[src/rtl/approx_add_pkg.sv]
package approx_add_pkg;

  // Truth tables indexed by {a, b, carry_in}; bit k holds the output for input value k.
  localparam logic [7:0] CELL_SUM_LUT   = 8'h82;
  localparam logic [7:0] CELL_CARRY_LUT = 8'hEC;

  function automatic logic cell_sum(input logic a, input logic b, input logic c);
    return CELL_SUM_LUT[{a, b, c}];
  endfunction

  function automatic logic cell_carry(input logic a, input logic b, input logic c);
    return CELL_CARRY_LUT[{a, b, c}];
  endfunction

endpackage

[src/rtl/approx_fa_cell.sv]
module approx_fa_cell
  import approx_add_pkg::*;
(
  input  logic a_i,
  input  logic b_i,
  input  logic c_i,
  output logic s_o,
  output logic c_o
);

  assign s_o = cell_sum(a_i, b_i, c_i);
  assign c_o = cell_carry(a_i, b_i, c_i);

endmodule

[src/rtl/approx_low_chain.sv]
module approx_low_chain #(
  parameter int BITS = 6
) (
  input  logic [BITS-1:0] a_i,
  input  logic [BITS-1:0] b_i,
  input  logic            cin_i,
  output logic [BITS-1:0] sum_o,
  output logic [BITS-1:0] cell_ci_o,
  output logic [BITS-1:0] cell_co_o
);

  for (genvar i = 0; i < BITS; i++) begin : g_cell
    if (i == 0) begin : g_first
      assign cell_ci_o[i] = cin_i;
    end else begin : g_next
      assign cell_ci_o[i] = cell_co_o[i-1];
    end

    approx_fa_cell u_cell (
      .a_i (a_i[i]),
      .b_i (b_i[i]),
      .c_i (cell_ci_o[i]),
      .s_o (sum_o[i]),
      .c_o (cell_co_o[i])
    );
  end

endmodule

[src/rtl/exact_high_adder.sv]
module exact_high_adder #(
  parameter int BITS = 10
) (
  input  logic [BITS-1:0] a_i,
  input  logic [BITS-1:0] b_i,
  input  logic            cin_i,
  output logic [BITS-1:0] sum_o,
  output logic            cout_o
);

  assign {cout_o, sum_o} = {1'b0, a_i} + {1'b0, b_i} + {{BITS{1'b0}}, cin_i};

endmodule

[src/rtl/approx_lsb_adder.sv]
module approx_lsb_adder #(
  parameter int WIDTH       = 16,
  parameter int APPROX_BITS = 6
) (
  input  logic [WIDTH-1:0] a_i,
  input  logic [WIDTH-1:0] b_i,
  input  logic             cin_i,
  output logic [WIDTH-1:0] sum_o,
  output logic             cout_o
);

  localparam int HIGH_BITS = WIDTH - APPROX_BITS;
  localparam int LOW_W     = (APPROX_BITS > 0) ? APPROX_BITS : 1;
  localparam int HIGH_W    = (HIGH_BITS > 0) ? HIGH_BITS : 1;

  // Named internal events for the checker.
  logic [LOW_W-1:0] cell_ci;
  logic [LOW_W-1:0] cell_co;
  logic [LOW_W-1:0] low_sum;
  logic             bridge_c;

  if (APPROX_BITS > 0) begin : g_low
    approx_low_chain #(.BITS(APPROX_BITS)) u_low (
      .a_i       (a_i[APPROX_BITS-1:0]),
      .b_i       (b_i[APPROX_BITS-1:0]),
      .cin_i     (cin_i),
      .sum_o     (low_sum),
      .cell_ci_o (cell_ci),
      .cell_co_o (cell_co)
    );
    assign bridge_c                 = cell_co[APPROX_BITS-1];
    assign sum_o[APPROX_BITS-1:0]   = low_sum;
  end else begin : g_no_low
    assign cell_ci  = '0;
    assign cell_co  = '0;
    assign low_sum  = '0;
    assign bridge_c = cin_i;
  end

  if (HIGH_BITS > 0) begin : g_high
    logic [HIGH_W-1:0] hi_sum;
    exact_high_adder #(.BITS(HIGH_BITS)) u_high (
      .a_i    (a_i[WIDTH-1:APPROX_BITS]),
      .b_i    (b_i[WIDTH-1:APPROX_BITS]),
      .cin_i  (bridge_c),
      .sum_o  (hi_sum),
      .cout_o (cout_o)
    );
    assign sum_o[WIDTH-1:APPROX_BITS] = hi_sum;
  end else begin : g_no_high
    assign cout_o = bridge_c;
  end

endmodule

[config.mk]
export PLATFORM = sky130hd
export DESIGN_NAME = approx_lsb_adder
export DESIGN_NICKNAME = d
export VERILOG_FILES = /design/src/rtl/approx_add_pkg.sv /design/src/rtl/approx_fa_cell.sv /design/src/rtl/approx_low_chain.sv /design/src/rtl/exact_high_adder.sv /design/src/rtl/approx_lsb_adder.sv
export SDC_FILE = /design/constraint.sdc
export NUM_CORES = 1
export LEC_CHECK = 0
export CORE_AREA = 2 2 44 50
export DETAILED_ROUTE_END_ITERATION = 10
export DIE_AREA = 0 0 46 52
export PLACE_DENSITY = 0.81
export SYNTH_ARGS = -nofsm -noshare
export SYNTH_HDL_FRONTEND = slang
export SYNTH_HIERARCHICAL = 1
export SYNTH_SLANG_ARGS = --single-unit
export TNS_END_PERCENT = 5
[constraint.sdc]
create_clock -name vclk -period 5.7
set_clock_uncertainty 0.15 [all_clocks]
set_input_delay 1.14 -clock vclk [all_inputs]
set_output_delay 1.14 -clock vclk [all_outputs]
set_load 0.01 [all_outputs]
---- Word-level counts from Yosys, hierarchy flattened ----
Memories as Yosys holds them, arrays and structs flattened.
Index checks and enable logic that the tools add are counted.
storage, ports and cells
  register bits after elaboration ......... 0
  ROM bits ................................ 96
  memories kept ........................... 12
  output and inout bits ................... 17
cells by class
  mux-type cells .......................... 12
  $lt $le $gt $ge ......................... 6
  add/sub/neg operators ................... 2
memories
  memory           words  bits a word  read ports  clocked after memory_dff  write ports  line                  text
  (no name shown)  8      1            1           0                         0            approx_add_pkg.sv:12  return CELL_CARRY_LUT[{a, b, c}];
  (no name shown)  8      1            1           0                         0            approx_add_pkg.sv:8   return CELL_SUM_LUT[{a, b, c}];
  (no name shown)  8      1            1           0                         0            approx_add_pkg.sv:12
  (no name shown)  8      1            1           0                         0            approx_add_pkg.sv:8
  (no name shown)  8      1            1           0                         0            approx_add_pkg.sv:12
  (no name shown)  8      1            1           0                         0            approx_add_pkg.sv:8
  6 more memories  -      -            -           -                         -            -
operators with widths
  kind                                                                          count
  3-bit by 4-bit less-than comparator with 1-bit output, second input constant  6
  1-bit 2-to-1 mux                                                              12
  10-bit by 10-bit adder with 11-bit output                                     1
  11-bit by 1-bit adder with 11-bit output                                      1

---- Longest topological paths before layout ----
Gate-level depths: netlist of run 1.
  word-level depth ........................ 13
  depth in mapped cells ................... 14
  gate-level depth less buffers ........... 14

---- Hierarchy ----
Netlist of run 1, hierarchy kept.
modules (own cells, without submodules)
  module            cells each  area an instance (µm²)  seq. area each (µm²)  instances
  exact_high_adder  54          436.7                   0.0                   1
  approx_fa_cell    3           23.8                    0.0                   6
  approx_low_chain  6           45.0                    0.0                   1

---- Worst setup path after synthesis of run 1 ----
Ideal clock, no wire load.
  path type ............................... input-to-output
  start point ............................. in a_i[0]
  end point ............................... out sum_o[14]
  data required time ...................... 4.410 ns
  path slack .............................. 0.623 ns
  stages on the path ...................... 14
  arrival time ............................ 3.787 ns
  path buffers ............................ 0
  path through ............................ a21o_2 > a21o_2 > a21o_2 > a21o_2 > a21o_2 > a21o_2 > fa_1 > inv_1 > fa_1 > nor2b_1 > o21a_1 > a31o_1 > o41ai_2 > xnor2_1
between the ends
  longest elaborated chain between the ends .. 13
ends and longest elaborated chain
  what                                      line                    text
  from (decl)                               approx_lsb_adder.sv:5   input logic [WIDTH-1:0] a_i,
  memory 8 x 1 bit                          -
  1-bit 2-to-1 mux (not written as such)    approx_add_pkg.sv:12
  memory 8 x 1 bit                          -
  1-bit 2-to-1 mux (not written as such)    approx_add_pkg.sv:12
  named net cell_ci[2]                      approx_lsb_adder.sv:17  logic [LOW_W-1:0] cell_ci;
  memory 8 x 1 bit                          -
  1-bit 2-to-1 mux (not written as such)    approx_add_pkg.sv:12
  named net cell_ci[3]                      approx_lsb_adder.sv:17
  [2 not listed]                            -
  named net cell_ci[4]                      approx_lsb_adder.sv:17
  memory 8 x 1 bit                          -
  1-bit 2-to-1 mux (not written as such)    approx_add_pkg.sv:12
  named net cell_ci[5]                      approx_lsb_adder.sv:17
  memory 8 x 1 bit                          -
  1-bit 2-to-1 mux (not written as such)    approx_add_pkg.sv:12
  named net cell_co[5]                      approx_lsb_adder.sv:18  logic [LOW_W-1:0] cell_co;
  11-bit by 1-bit adder with 11-bit output  exact_high_adder.sv:11  assign {cout_o, sum_o} = {1'b0, a_i} + {1'b0, b_i} + {{BITS{1'b0}}, cin_i};
  to (decl)                                 approx_lsb_adder.sv:8   output logic [WIDTH-1:0] sum_o,
The timed path passes the listed nets, and every way through them passes these cells. The select of a mux whose other input is x is not followed.

---- Worst setup path in the final report of run 1 ----
  start point ............................. in b_i[1]
  end point ............................... out sum_o[14]
between the ends
  longest elaborated chain between the ends .. 11
ends and longest elaborated chain
  what                                      line                    text
  from (decl)                               approx_lsb_adder.sv:6   input logic [WIDTH-1:0] b_i,
  memory 8 x 1 bit                          -
  1-bit 2-to-1 mux (not written as such)    approx_add_pkg.sv:12
  named net cell_ci[2]                      approx_lsb_adder.sv:17
  memory 8 x 1 bit                          -
  1-bit 2-to-1 mux (not written as such)    approx_add_pkg.sv:12
  named net cell_ci[3]                      approx_lsb_adder.sv:17
  memory 8 x 1 bit                          -
  1-bit 2-to-1 mux (not written as such)    approx_add_pkg.sv:12
  named net cell_ci[4]                      approx_lsb_adder.sv:17
  memory 8 x 1 bit                          -
  1-bit 2-to-1 mux (not written as such)    approx_add_pkg.sv:12
  named net cell_ci[5]                      approx_lsb_adder.sv:17
  memory 8 x 1 bit                          -
  1-bit 2-to-1 mux (not written as such)    approx_add_pkg.sv:12
  named net cell_co[5]                      approx_lsb_adder.sv:18
  11-bit by 1-bit adder with 11-bit output  exact_high_adder.sv:11
The timed path passes the listed nets, and every way through them passes these cells. The select of a mux whose other input is x is not followed.

==> flow_metrics.env, run 1 <==
export IMPL_drv_slew=0
export IMPL_end_kind="output port"
export IMPL_avgSynthCellArea_um2=8.05
export IMPL_grt_use_met3_pct=1.74
export IMPL_cp_data_required_time_ns=4.41
export IMPL_via_count=751
export IMPL_hold_class="input pin to output port"
export IMPL_grt_pass1_vias=728
export IMPL_max_freq_ghz=0.180
export IMPL_startpoint_type="input pin"
export IMPL_syn_inst=72
export IMPL_syn_nets=116
export IMPL_antenna_found_initial=0
export IMPL_critPathBufInv=3
export IMPL_post_cts_buffers=0
export IMPL_drt_pass1_iter_count=4
export IMPL_finalSetupViolCount=0
export IMPL_path_cells="clkdlybuf4s50_1 -> a21o_2 -> a21o_2 -> a21o_2 -> a21o_2 -> a21o_4 -> fa_2 -> inv_2 -> fa_2 -> nor2b_1 -> o21a_1 -> a31o_1 -> o41ai_2 -> xnor2_1 -> buf_2"
export IMPL_cpMostUsedCell="a21o_2"
export IMPL_grt_total_usage_pct=13.8
export IMPL_gp_congestion=0.743
export IMPL_status="complete, no violations"
export IMPL_vias_per_cell=4.97
export IMPL_flops_and_latches=0
export IMPL_critPathMaxFanout=2
export IMPL_port_buffers=50
export IMPL_setup_slack_ns=0.139
export IMPL_hold_violations=0
export IMPL_cellLeakagePower_uw=0.000564
export IMPL_slew_headroom_pct=79.6
export IMPL_nets=178
export IMPL_critPathTopFamily="compound AO/OA/AOI/OAI gates"
export IMPL_whs_ns=2.86
export IMPL_drive_gt1_share_pct=18.9
export IMPL_dp_hpwl_um=1430
export IMPL_clkbuf_count=0
export IMPL_drc_errors=0
export IMPL_grt_max_degree=7
export IMPL_ys_warn_count=6
export IMPL_irDropWorstVdd_uv=70.7
export IMPL_ant_nets=0
export IMPL_period_needed_ns=5.56
export IMPL_grt_pass1_wl_um=2630
export IMPL_use_met1_pct=14.7
export IMPL_cp_data_arrival_time_ns=4.27
export IMPL_wire_per_inst_um=11.4
export IMPL_drt_iter0_markers=3
export IMPL_pin_count=50
export IMPL_start_util_pct=30.3
export IMPL_power_density_nw_per_um2=116
export IMPL_grt_overflow=0
export IMPL_n_antenna_cell=0
export IMPL_syn_to_final_growth_pct=106
export IMPL_num_rows=17
export IMPL_register_area_um2=0
export IMPL_crit_slowest_cell="clkdlybuf4s50_1"
export IMPL_core_um2=1910
export IMPL_maxCapViolations=0
export IMPL_crit_path_max_incr_delay_ns=0.42
export IMPL_grt_util_met2_pct=28.7
export IMPL_crit_type="input pin to output port"
export IMPL_wirelength_um=1720
export IMPL_timing_final_crit_share_pct=97.6
export IMPL_syn_area_um2=579
export IMPL_die_h_um=52
export IMPL_pre_cts_slack_ns=-0.370
export IMPL_die_area_um2=2390
export IMPL_worstMarginPinSlew_ns=0.303
export IMPL_die_w_um=46
export IMPL_busiest_layer="met2"
==> cell type report <==
cell class	count	area, um^2
fillers	176	723
repair buffers	60	574
well taps	19	23.8
inverters	4	15.0
multi-input cells	68	578
==> repair_timing <==
action / CTS / global route
endpoints found under the setup margin: 7 / 4
pin swaps: 0 / 7
hold buffers: 0 / 0
gates resized for setup: 11 / 9
==> metrics by stage <==
stage	utilization [%]	instances	cell area, um^2	total power (uW)	TNS [ns]
global route	62.2	151	1190	150	-0.0211
global placement	61.6	151	1180	142	-0.887
detailed placement	61.6	151	1180	143	-1.06
floorplan	-	72	579	64.2	0
CTS	61.4	151	1180	138	-0.133
finish	62.2	151	1190	138	0
==> where the power goes <==
group,switching [uW],internal (uW)
registers,0,0
clock network,0,0
logic,54.4,83.3
total,54.4,83.3
==> layer usage <==
metal | routed length (um) | vias to the layer above
li1 | - | 378
met1 | 664 | 331
met2 | 852 | 42
met3 | 199 | 0
met4 | 0 | 0
met5 | 0 | -
==> cell usage in the layout (no fill, tap or decap), types with 2 or more instances in the layout <==
cell             instances
o21a_1                   2
ha_1                     9
fa_2                     2
and3_1                   3
buf_4                   10
a21o_1                   3
a21o_2                   5
inv_1                    3
o21ai_0                  2
nand2b_1                 2
dlymetal6s2s_1           4
xor2_1                   2
nand2_1                  2
xnor2_1                 12
dlygate4sd2_1            5
a21oi_1                  6
and2_1                   6
clkdlybuf4s50_1         39
==> final timing paths <==
| check | startpoint | to | cells past startpoint |
|---|---|---|---|
| max | b_i[1] | sum_o[14] | 15 |
| min | cin_i | sum_o[0] | 3 |
Note: power is estimated with default switching activity, not from simulation.
==> run 2: changes to the inputs <==
CORE_AREA = 2 2 42 48   (was 2 2 44 50)
DIE_AREA = 0 0 44 50   (was 0 0 46 52)
PLACE_DENSITY = 0.88   (was 0.81)
clock period = 6.8 ns   (was 5.7 ns; I/O delays follow)
==> flow_metrics.env, run 2 (synthesis results as in run 1) <==
export IMPL_die_w_um=44
export IMPL_finalSetupViolCount=0
export IMPL_post_cts_buffers=0
export IMPL_rsz0062_at_grt="false"
export IMPL_slew_headroom_pct=80.4
export IMPL_hold_class="input pin to output port"
export IMPL_die_h_um=50
export IMPL_final_cell_mix="clkdlybuf4s50_1, xnor2_1, ha_1"
export IMPL_flops_and_latches=0
export IMPL_grt_total_usage_pct=16.4
export IMPL_grt_pass1_wl_um=2940
export IMPL_cts_resized=0
export IMPL_crit_type="input pin to output port"
export IMPL_path_cells="clkdlybuf4s50_1 -> a21o_2 -> a21o_2 -> a21o_2 -> a21o_2 -> a21o_2 -> a21o_2 -> fa_1 -> inv_1 -> fa_1 -> nor2b_1 -> o21a_1 -> a31o_1 -> o41ai_2 -> xnor2_1 -> clkdlybuf4s50_1"
export IMPL_drive_gt1_share_pct=8.20
export IMPL_drv_slew=0
export IMPL_wire_per_inst_um=11.8
export IMPL_critPathMaxFanout=2
export IMPL_end_kind="output port"
export IMPL_dp_cells=140
export IMPL_maxCapViolations=0
export IMPL_core_um2=1720
export IMPL_nets=168
export IMPL_dp_hpwl_um=1500
export IMPL_holdBufCountCts=0
export IMPL_cellLeakagePower_uw=0.000474
export IMPL_drt_pass1_iter_count=2
export IMPL_via_count=721
export IMPL_n_fill_cell=152
export IMPL_grt_max_degree=7
export IMPL_pin_count=50
export IMPL_startpoint_type="input pin"
export IMPL_max_freq_ghz=0.152
export IMPL_setup_slack_ns=0.209
export IMPL_power_density_nw_per_um2=104
export IMPL_status="complete, no violations"
export IMPL_crit_path_max_incr_delay_ns=0.56
export IMPL_antenna_found_initial=0
export IMPL_syn_to_final_growth_pct=90.3
export IMPL_drt_iter0_markers=2
export IMPL_cp_data_arrival_time_ns=5.08
export IMPL_grt_pass1_vias=784
export IMPL_worstMarginPinSlew_ns=0.291
export IMPL_port_buffers=50
export IMPL_irDropWorstVdd_uv=53.6
export IMPL_gp_congestion=0.704
export IMPL_num_rows=16
export IMPL_start_util_pct=33.6
export IMPL_ant_nets=0
export IMPL_crit_slowest_cell="clkdlybuf4s50_1"
export IMPL_final_common_cell="clkdlybuf4s50_1"
export IMPL_vias_per_cell=5.15
export IMPL_die_area_um2=2200
export IMPL_drc_errors=0
export IMPL_wirelength_um=1660
export IMPL_layout_cells_non_filler=140
export IMPL_register_area_um2=0
export IMPL_cpMostUsedCell="a21o_2"
export IMPL_final_setup_tns_ns=0
export IMPL_power_uw=115
export IMPL_grt_overflow=0
export IMPL_clkbuf_count=0
export IMPL_cp_data_required_time_ns=5.29
export IMPL_pre_cts_slack_ns=0.194
export IMPL_n_antenna_cell=0
export IMPL_period_needed_ns=6.59
export IMPL_timing_final_crit_share_pct=96.9
export IMPL_hold_violations=0
[run 2: cell type report]
cell class         count  area, um^2  share of cell area, %
well taps             18        22.5                   2.04
inverters              4        15.0                   1.36
repair buffers        50         500                   45.4
multi-input cells     68         564                   51.2
[run 2: path summary, 6_finish.rpt]
| kind | from | to | depth (start not counted) |
|---|---|---|---|
| max | a_i[0] | sum_o[14] | 16 |
| min | cin_i | sum_o[0] | 3 |
[run 2: stage by stage]
| step | hold WS [ns] | utilization (%) | area (um^2) |
|---|---|---|---|
| global placement | 3.59 | 64.0 | 1100 |
| finish | 3.58 | 64.0 | 1100 |
| CTS | 3.58 | 64.0 | 1100 |
| detailed placement | 3.59 | 64.0 | 1100 |
| global route | 3.62 | 64.0 | 1100 |
| floorplan | 2.71 | - | 579 |
[run 2: critical path: cells and delay by family]
family	cells	cell delay (ns)
buffers and inverters	3	1.07
and+or+nand+nor	1	0.06
adders and majority gates	2	0.58
AOI/OAI and AO/OA	9	1.84
xor gates and xnor gates	1	0.17
[run 2: power breakdown]
part	internal (uW)	switching, uW	total [uW]
Sequential	0	0	0
Combinational	70.5	44.1	115
Clock	0	0	0
[run 2: routing by layer]
metal	part of all wire, %	up-vias	global-route usage [%]	wire length (um)
met5	0	-	0	0
met4	0.85	0	1.52	14
met3	12	2	2.20	206
met2	52	45	34.1	858
met1	35	318	16.8	576
li1	-	356	-	-
